File: config.mk
export PLATFORM = sky130hd
export DESIGN_NAME = aab_array
export DESIGN_NICKNAME = d
export VERILOG_FILES = /design/src/rtl/aab_pkg.sv /design/src/rtl/aab_match.sv /design/src/rtl/aab_row.sv /design/src/rtl/aab_array.sv
export SDC_FILE = /design/constraint.sdc
export NUM_CORES = 1
export LEC_CHECK = 0
export ABC_AREA = 1
export ABC_CLOCK_PERIOD_IN_PS = 5200
export CAP_MARGIN = 20
export CORE_MARGIN = 10
export CORE_UTILIZATION = 55
export CTS_CLUSTER_DIAMETER = 60
export DETAILED_ROUTE_END_ITERATION = 6
export DONT_BUFFER_PORTS = 1
export GPL_ROUTABILITY_DRIVEN = 0
export GPL_TIMING_DRIVEN = 0
export PLACE_DENSITY = 0.75
export SYNTH_ARGS = -nofsm -noshare
export SYNTH_HDL_FRONTEND = slang
export SYNTH_SLANG_ARGS = --single-unit
File: constraint.sdc
create_clock -name clk -period 5.2 [get_ports clk]
set_input_delay 0.78 -clock clk [delete_from_list [all_inputs] [get_ports clk]]
set_output_delay 0.78 -clock clk [all_outputs]
set_load 0.02 [all_outputs]
File: src/rtl/aab_pkg.sv
package aab_pkg;

  localparam int MAX_ROWS = 32;

  typedef enum logic [1:0] {
    WR_IDLE   = 2'd0,
    WR_STORE  = 2'd1,
    WR_MISS   = 2'd2,
    WR_POISON = 2'd3
  } wr_kind_e;

  // lowest set bit position; 0 when none set
  function automatic int unsigned first_set(input logic [MAX_ROWS-1:0] v);
    int unsigned r;
    r = 0;
    for (int i = MAX_ROWS - 1; i >= 0; i--) begin
      if (v[i]) r = i;
    end
    return r;
  endfunction

  function automatic wr_kind_e classify_write(input logic en, input logic addr_ok,
                                              input logic hit);
    if (!en)           return WR_IDLE;
    else if (!addr_ok) return WR_POISON;
    else if (hit)      return WR_STORE;
    else               return WR_MISS;
  endfunction

endpackage

File: src/rtl/aab_match.sv
module aab_match #(
  parameter int ROWS = 4,
  parameter int AW   = 16,
  localparam int RIW = (ROWS > 1) ? $clog2(ROWS) : 1
) (
  input  logic [AW-1:0]      addr,
  input  logic               addr_ok,
  input  logic [ROWS*AW-1:0] tag_flat,
  output logic               hit,
  output logic [RIW-1:0]     idx
);
  logic [ROWS-1:0] eq;

  for (genvar i = 0; i < ROWS; i++) begin : g_cmp
    assign eq[i] = addr_ok && (tag_flat[i*AW +: AW] == addr);
  end

  assign hit = |eq;
  assign idx = RIW'(aab_pkg::first_set(aab_pkg::MAX_ROWS'(eq)));
endmodule

File: src/rtl/aab_row.sv
module aab_row #(
  parameter int AW = 16,
  parameter int DW = 8
) (
  input  logic          clk,
  input  logic          rst,
  input  logic          cfg_we,
  input  logic [AW-1:0] cfg_tag,
  input  logic          store,
  input  logic          poison,
  input  logic [DW-1:0] wdata,
  input  logic          wdata_ok,
  output logic [AW-1:0] tag,
  output logic [DW-1:0] data,
  output logic          ok
);
  always_ff @(posedge clk) begin
    if (rst) begin
      tag  <= '0;
      data <= '0;
      ok   <= 1'b0;
    end else begin
      if (cfg_we) tag <= cfg_tag;
      if (poison) begin
        data <= '0;
        ok   <= 1'b0;
      end else if (store) begin
        data <= wdata_ok ? wdata : '0;
        ok   <= wdata_ok;
      end
    end
  end
endmodule

File: src/rtl/aab_array.sv
module aab_array #(
  parameter int ROWS = 4,
  parameter int AW   = 16,
  parameter int DW   = 8,
  localparam int RIW = (ROWS > 1) ? $clog2(ROWS) : 1
) (
  input  logic           clk,
  input  logic           rst,
  input  logic           cfg_en,
  input  logic [RIW-1:0] cfg_row,
  input  logic [AW-1:0]  cfg_tag,
  input  logic           cfg_done,
  output logic           ready,
  input  logic [AW-1:0]  rd_addr,
  input  logic           rd_addr_ok,
  output logic [DW-1:0]  rd_data,
  output logic           rd_data_ok,
  input  logic           wr_en,
  input  logic [AW-1:0]  wr_addr,
  input  logic           wr_addr_ok,
  input  logic [DW-1:0]  wr_data,
  input  logic           wr_data_ok
);
  import aab_pkg::*;

  logic [ROWS*AW-1:0] tag_flat;
  logic [ROWS*DW-1:0] data_flat;
  logic [ROWS-1:0]    row_ok_vec;
  logic               rd_hit, wr_hit;
  logic [RIW-1:0]     rd_idx, wr_idx;
  wr_kind_e           wr_kind;
  logic               cfg_go;

  assign cfg_go = cfg_en && !ready;

  always_ff @(posedge clk) begin
    if (rst)                    ready <= 1'b0;
    else if (cfg_done && !ready) ready <= 1'b1;
  end

  aab_match #(.ROWS(ROWS), .AW(AW)) u_rd_match (
    .addr(rd_addr), .addr_ok(rd_addr_ok), .tag_flat(tag_flat),
    .hit(rd_hit), .idx(rd_idx)
  );

  aab_match #(.ROWS(ROWS), .AW(AW)) u_wr_match (
    .addr(wr_addr), .addr_ok(wr_addr_ok), .tag_flat(tag_flat),
    .hit(wr_hit), .idx(wr_idx)
  );

  assign wr_kind = classify_write(wr_en && ready, wr_addr_ok, wr_hit);

  for (genvar i = 0; i < ROWS; i++) begin : g_row
    logic store_i;
    assign store_i = (wr_kind == WR_STORE) && (wr_idx == RIW'(i));
    aab_row #(.AW(AW), .DW(DW)) u_row (
      .clk(clk), .rst(rst),
      .cfg_we(cfg_go && (cfg_row == RIW'(i))),
      .cfg_tag(cfg_tag),
      .store(store_i),
      .poison(wr_kind == WR_POISON),
      .wdata(wr_data), .wdata_ok(wr_data_ok),
      .tag(tag_flat[i*AW +: AW]),
      .data(data_flat[i*DW +: DW]),
      .ok(row_ok_vec[i])
    );
  end

  assign rd_data_ok = ready && rd_hit && row_ok_vec[rd_idx];
  assign rd_data    = rd_data_ok ? data_flat[rd_idx*DW +: DW] : '0;

endmodule

==> results of run 1 <==
path summary, 6_finish.rpt:
check,from,to,slack [ns],cells after the start
worst max-delay path,rd_addr[14],rd_data[4],1.53,13
worst min-delay path,g_row[1].u_row.ok,g_row[1].u_row.ok,0.45,2
worst max register to register,g_row[1].u_row.tag[6],g_row[0].u_row.data[1],2.83,13
worst min register to register,g_row[1].u_row.ok,g_row[1].u_row.ok,0.45,2
report_power, final:
part | total (mW) | internal (mW) | switching [mW]
Combinational | 0.311 | 0.0968 | 0.214
Clock | 0.634 | 0.329 | 0.305
Sequential | 0.816 | 0.795 | 0.0212
Total | 1.76 | 1.22 | 0.540
state kept, by name (all words and copies together), names as in the netlist:
signal,count
g_row.u_row.data,32
ready,1
g_row.u_row.tag,64
g_row.u_row.ok,4
placed cells by master, fill, tap and decap left out, drive strengths merged, types with 2 or more instances in the layout:
cell type	n
a211oi	52
a21oi	41
and3b	3
buf	22
clkbuf	27
clkinv	2
dfxtp	101
inv	177
nand2	376
nand3	79
nand3b	3
nand4	33
nor2	204
nor3	20
nor3b	4
o21ai	42
o22ai	2
xnor2	25
xor2	7
metal layers:
metal  part of all wire  vias to the layer above
met5                  0                        -
met4              0.070                        0
met3               0.12                      130
met2               0.45                      536
met1               0.36                     3539
li1                   -                     3847
through the flow:
| stage | cells | area (sq um) | util | setup WS (ns) |
|---|---|---|---|---|
| CTS | 1397 | 7551 | 0.5984 | 1.587 |
| finish | 1397 | 7551 | 0.5984 | 1.532 |
| detailed placement | 1384 | 7296 | 0.5781 | 1.586 |
| global route | 1397 | 7551 | 0.5984 | 1.345 |
| floorplan | 1212 | 7081 | - | 2.142 |
| global placement | 1384 | 7296 | 0.5781 | 1.589 |
worst min-delay path, stage by stage, from the launching register on:
cell and delay (ns):
dfxtp_1 0.31, inv_1 0.05, a21oi_1 0.05
area by class of cell:
type	count	area, sq um	area share
Buffer	38	212.7	0.02817
Clock buffer	11	242.7	0.03215
Clock inverter	2	12.51	0.001657
Inverter	178	668.1	0.08848
Multi-Input combinational cell	895	4178	0.5533
Sequential cell	101	2022	0.2678
Tap cell	172	215.2	0.02850
kinds of logic (layout without fill, tap and decap cells):
family,Yosys count,after routing,share of synthesized area
compound gates,138,138,0.1184
buf+inv,216,229,0.1244
simple gates,725,725,0.4310
flops,101,101,0.2856
xor+xnor,32,32,0.04064
==> metrics.yaml, run 1 <==
logic_synthesis:
  synth_ff_type: "dfxtp_1"
  avgSynthCellArea_sq_um: 5.842
  yosysTopAreaCell: "dfxtp_1"
  ys_seq_elements: 101
  syn_area_sq_mm: 0.007081
  synth_cells: 1212
  ys_seq_area_frac: 0.2856
  async_flop_share: 0
  synthMostInstantiatedCell: "nand2_1"
  synth_fp_nets: 1278
  synth_edf_count: 0
  ys_types: 40
  yosys-top-cells-area: "dfxtp_1 29%, nand2_1 20%, nor2_1 11%, inv_1 8.9%, a211oi_1 5.5%"
  yosys_warnings: 0
  synth_common_cells: "369 x nand2_1, 201 x nor2_1, 168 x inv_1, 101 x dfxtp_1, 76 x nand3_1"
  synth_top_area_frac: 0.2856
job:
  drv_cap: 0
routing:
  ant_nets: 0
  vias: 8052
  first_iter_violations: 918
  drc: 0
  routed_wl_microns: 27370
  wire_per_inst_microns: 19.59
  vias_per_cell: 5.764
  dr.pass1.iters: 7
setup_path:
  crit_buf_inv: 3
  cp_max_fo: 10
  path_class: "input pin to primary output"
  path_delay_family: "simple AND/OR/NAND/NOR gates"
  endpoint_kind: "primary output"
  crit_path_top_delay_cell: "xnor2_1"
  critPathMaxStageDelay_ns: 0.32
  crit_arrival_ns: 2.89
  cpMostUsedCell: "nand2_1"
  path_cells: "buf_2, xnor2_1, nand4_1, nor2_1, nand3_1, nand2_1, nand2_1, buf_2, nand2_1, nand3_1, nand2_1, inv_1, nor2_1"
  start_kind: "input pin"
  required_ns: 4.42
timing:
  max_freq_ghz: 0.2726
  relSlewSlack: 0.4288
  clock_skew_ns: 0.01040
  rsz0062_at_grt: "false"
  hold_viol_final: 0
  worst_slew_pin_slew_ns: 0.8569
  drv_slew: 0
  setup_tns_ns: 0
  fin_crit_sh: 0.7054
  setup_viol: 0
  post-route-min-period_ns: 3.668
  whs_ns: 0.4494
global_routing:
  gr-usage-met3: 0.06579
  grt_pass1_wl_microns: 40480
  antenna_found_initial: 0
  grt_overflow_total: 0
  grt_usage: 0.2957
  grt_pass1_vias: 7395
  grt_max_degree: 15
  grt-busiest-layer: "met2"
  met1_usage: 0.3421
  grt_use_met2: 0.4694
floorplan:
  start_util: 0.5611
  die_y_microns: 133.5
  ioPinCount: 76
  coreArea_sq_mm: 0.01262
  die_area_sq_mm: 0.01781
  row_count: 41
  fp.dieW_microns: 133.5
cts:
  htreeDepth: 3
  cts_num_sinks: 101
  insertion_delay_ns: 0.37
  clk_pin_slew_ns: 0.06
  ctsResizeCount: 0
  postCtsSetupRepairBufs: 0
  cts_buffers: 9
  hold_buffers: 0
  cts_tree: "built"
  clockBufferDepth: 2
  cts-root-buf: "clkbuf_16"
layout:
  nets: 1289
  area_growth_pct: 6.644
  drive_gt1_frac: 0.04898
  diodes: 0
  nFillCells: 1302
place:
  io_buffers: 0
  dp_hpwl_microns: 21660
power_and_ir_drop:
  ir_drop_uv: 150.6
  p_per_area_mw_per_mm2: 233.3
  leakagePower_nw: 3.564
  power_mw: 1.761
worst_hold_path:
  hold_path_class: "register to register"
outcome:
  status: "completed"
No activity file was read; power rests on OpenSTA's default activity.
==> run 2, diff against run 1 <==
ABC_AREA = 0   (was 1)
ABC_CLOCK_PERIOD_IN_PS = 3500   (was 5200)
clock period = 3.5 ns   (was 5.2 ns; I/O delays follow)
==> metrics.yaml, run 2 <==
global_routing:
  grt_overflow_total: 0
  grt_usage: 0.2439
  grt_pass1_vias: 5035
  antenna_found_initial: 0
  grt_pass1_wl_microns: 27550
  grt_max_degree: 16
routing:
  highest-signal-layer: "met4"
  vias: 5120
  routed_wl_microns: 17900
  first_iter_violations: 482
  drc: 0
  met1Wirelength_microns: 6811
  ant_nets: 0
  wl_met3_microns: 1679
  wire_per_inst_microns: 21.38
  dr.pass1.iters: 6
  met2_length_microns: 8535
  vias_per_cell: 6.117
logic_synthesis:
  ys_seq_elements: 101
  yosys-top-cells-area: "dfxtp_1 36%, nand2_1 11%, xnor2_1 11%, xor2_1 9.6%, mux2i_1 6.5%"
  synth_top_family_by_area: "simple AND/OR/NAND/NOR gates"
  synth_ff_type: "dfxtp_1"
  syn_area_sq_mm: 0.005572
  synth.mux.area_fraction: 0.06468
  yosys_warnings: 0
  synth_fp_nets: 752
  synth_top_area_frac: 0.3629
  async_flop_share: 0
  avgSynthCellArea_sq_um: 8.122
  synth_cells: 686
  synth_common_cells: "158 x nand2_1, 101 x dfxtp_1, 67 x xnor2_1, 64 x a21oi_1, 61 x xor2_1"
  synth_xor_area_frac: 0.2012
  synthSimpleGateAreaFrac: 0.2376
  synth_fa_ha_area_frac: 0
  yosysTopAreaCell: "dfxtp_1"
  ys_seq_area_frac: 0.3629
  synth_edf_count: 0
  ys_types: 37
  synthMostInstantiatedCell: "nand2_1"
  synth_compound_area_frac: 0.09993
layout:
  drive_gt1_frac: 0.07386
  largest-register: "g_row.u_row.tag"
  diodes: 0
  final_area_sq_mm: 0.006086
  layout_commonest_cell: "nand2_1"
  largest_reg_flops: 64
  reg_top3: "g_row.u_row.tag x64, g_row.u_row.data x32, g_row.u_row.ok x4"
  mostFrequentLayoutCells: "158 x nand2_1, 99 x dfxtp_1, 67 x xnor2_1, 64 x a21oi_1, 60 x xor2_1"
  nets: 766
  area_growth_pct: 9.230
timing:
  fin_crit_sh: 1.035
  max_freq_ghz: 0.2760
  clock_skew_ns: 0.009244
  rsz0062_at_grt: "true"
  relSlewSlack: 0.3972
  setup_viol: 8
  hold_viol_final: 0
  worst_slew_pin_slew_ns: 0.8968
  drv_slew: 0
  post-route-min-period_ns: 3.623
  setup_tns_ns: -0.8147
  fin_ws_ns: -0.1229
place:
  io_buffers: 0
  placed_cell_area_sq_mm: 0.005749
  dp_hpwl_microns: 13830
setup_path:
  endpoint_kind: "primary output"
  required_ns: 2.97
  start_kind: "register"
  path_cells: "xor2_2, or4_1, or4_4, or2_4, o2111ai_2, o2111a_2, buf_8, o221a_4"
  path_class: "register to primary output"
  crit_path_top_delay_cell: "or4_1"
  cp_max_fo: 6
  rr_worst_depth: 7
  critPathMaxStageDelay_ns: 0.53
  crit_arrival_ns: 3.10
outcome:
  failed_checks: "setup timing"
  status: "complete, but fails checks"
floorplan:
  die_y_microns: 120.7
  die_area_sq_mm: 0.01456
  ioPinCount: 76
  coreArea_sq_mm: 0.009819
  fp.dieW_microns: 120.7
  start_util: 0.5674
  row_count: 36
cts:
  cts_tree: "built"
  clockBufferDepth: 2
  clk_pin_slew_ns: 0.09
  cts-root-buf: "clkbuf_8"
  cts_num_sinks: 101
  insertion_delay_ns: 0.38
  htreeDepth: 3
  hold_buffers: 0
  cts_buffers: 9
power_and_ir_drop:
  ir_drop_uv: 226.4
  leakagePower_nw: 2.020
  p_per_area_mw_per_mm2: 365.7
worst_hold_path:
  hold_depth: 2
  hold_path_class: "input pin to register"
job:
  drv_cap: 0
[run 2: changes by cell type after synthesis, moves of 38 or more]
| cell | previous run | this run |
|---|---|---|
| o21ai_0 | 38 | 0 |
| nand2_1 | 369 | 158 |
| xor2_1 | 7 | 61 |
| xnor2_1 | 24 | 67 |
| inv_1 | 168 | 1 |
| nor2_1 | 201 | 44 |
| nand3_1 | 76 | 12 |
| a211oi_1 | 52 | 0 |
[run 2: per-stage QoR]
step,power (mW),hold slack [ns],setup slack [ns],std cells,utilization
floorplan,1.405,0.4532,0.2770,686,-
global placement,1.472,0.4723,-0.1317,819,0.5844
detailed placement,1.479,0.4830,-0.004714,820,0.5855
CTS,2.218,0.2603,-0.1393,838,0.6209
global route,2.296,0.2582,-0.1957,837,0.6198
finish,2.226,0.2636,-0.1229,837,0.6198
[run 2: cell families after synthesis]
logic type / Yosys count
simple gates: 292
compound gates: 86
mux: 36
xor+xnor: 128
flops: 101
buf+inv: 43
[run 2: worst paths after layout]
check	startpoint	slack (ns)	endpoint
setup reg to reg	g_row[1].u_row.tag[4]	0.55	g_row[1].u_row.data[7]
setup / recovery	g_row[2].u_row.tag[14]	-0.12	rd_data[5]
hold reg to reg	g_row[0].u_row.tag[6]	0.50	g_row[0].u_row.tag[6]
hold / removal	cfg_tag[14]	0.26	g_row[2].u_row.tag[14]
[run 2: cell type report]
class                           count  area, sq um
Tap cell                          133        166.4
Buffer                             41        176.4
Fill cell                         877         3734
Multi-Input combinational cell    542         3468
Inverter                            1        3.754
Clock buffer                       12        155.1
Clock inverter                      3        43.79
Sequential cell                   101         2027
Timing Repair Buffer                4        45.04
[run 2: worst max-delay path, delay by kind of cell, from the launching register on]
family | cells | cell delay [ns]
buffers and inverters | 1 | 0.17
AO/OA/AOI/OAI | 3 | 0.69
AND/OR/NAND/NOR | 3 | 1.32
XOR/XNOR | 1 | 0.16
flip-flops | 1 | 0.37
[run 2: repair_timing]
item | 4_1_cts | 5_1_grt
gates resized for setup | 19 | 2
cloned | 1 | 0
setup buffers | 2 | 0
setup endpoints to repair | 8 | 8
pin swaps | 3 | 6
[run 2: power breakdown]
group	total (mW)	switching [mW]	internal [mW]
clock network	0.761	0.394	0.368
logic	0.265	0.164	0.101
registers	1.20	0.0303	1.17
total	2.23	0.588	1.64
[run 2: layer usage]
metal,global-route usage,vias up
li1,-,2342
met1,0.2681,2428
met2,0.4179,279
met3,0.07585,71
met4,0.1199,0
met5,0,-
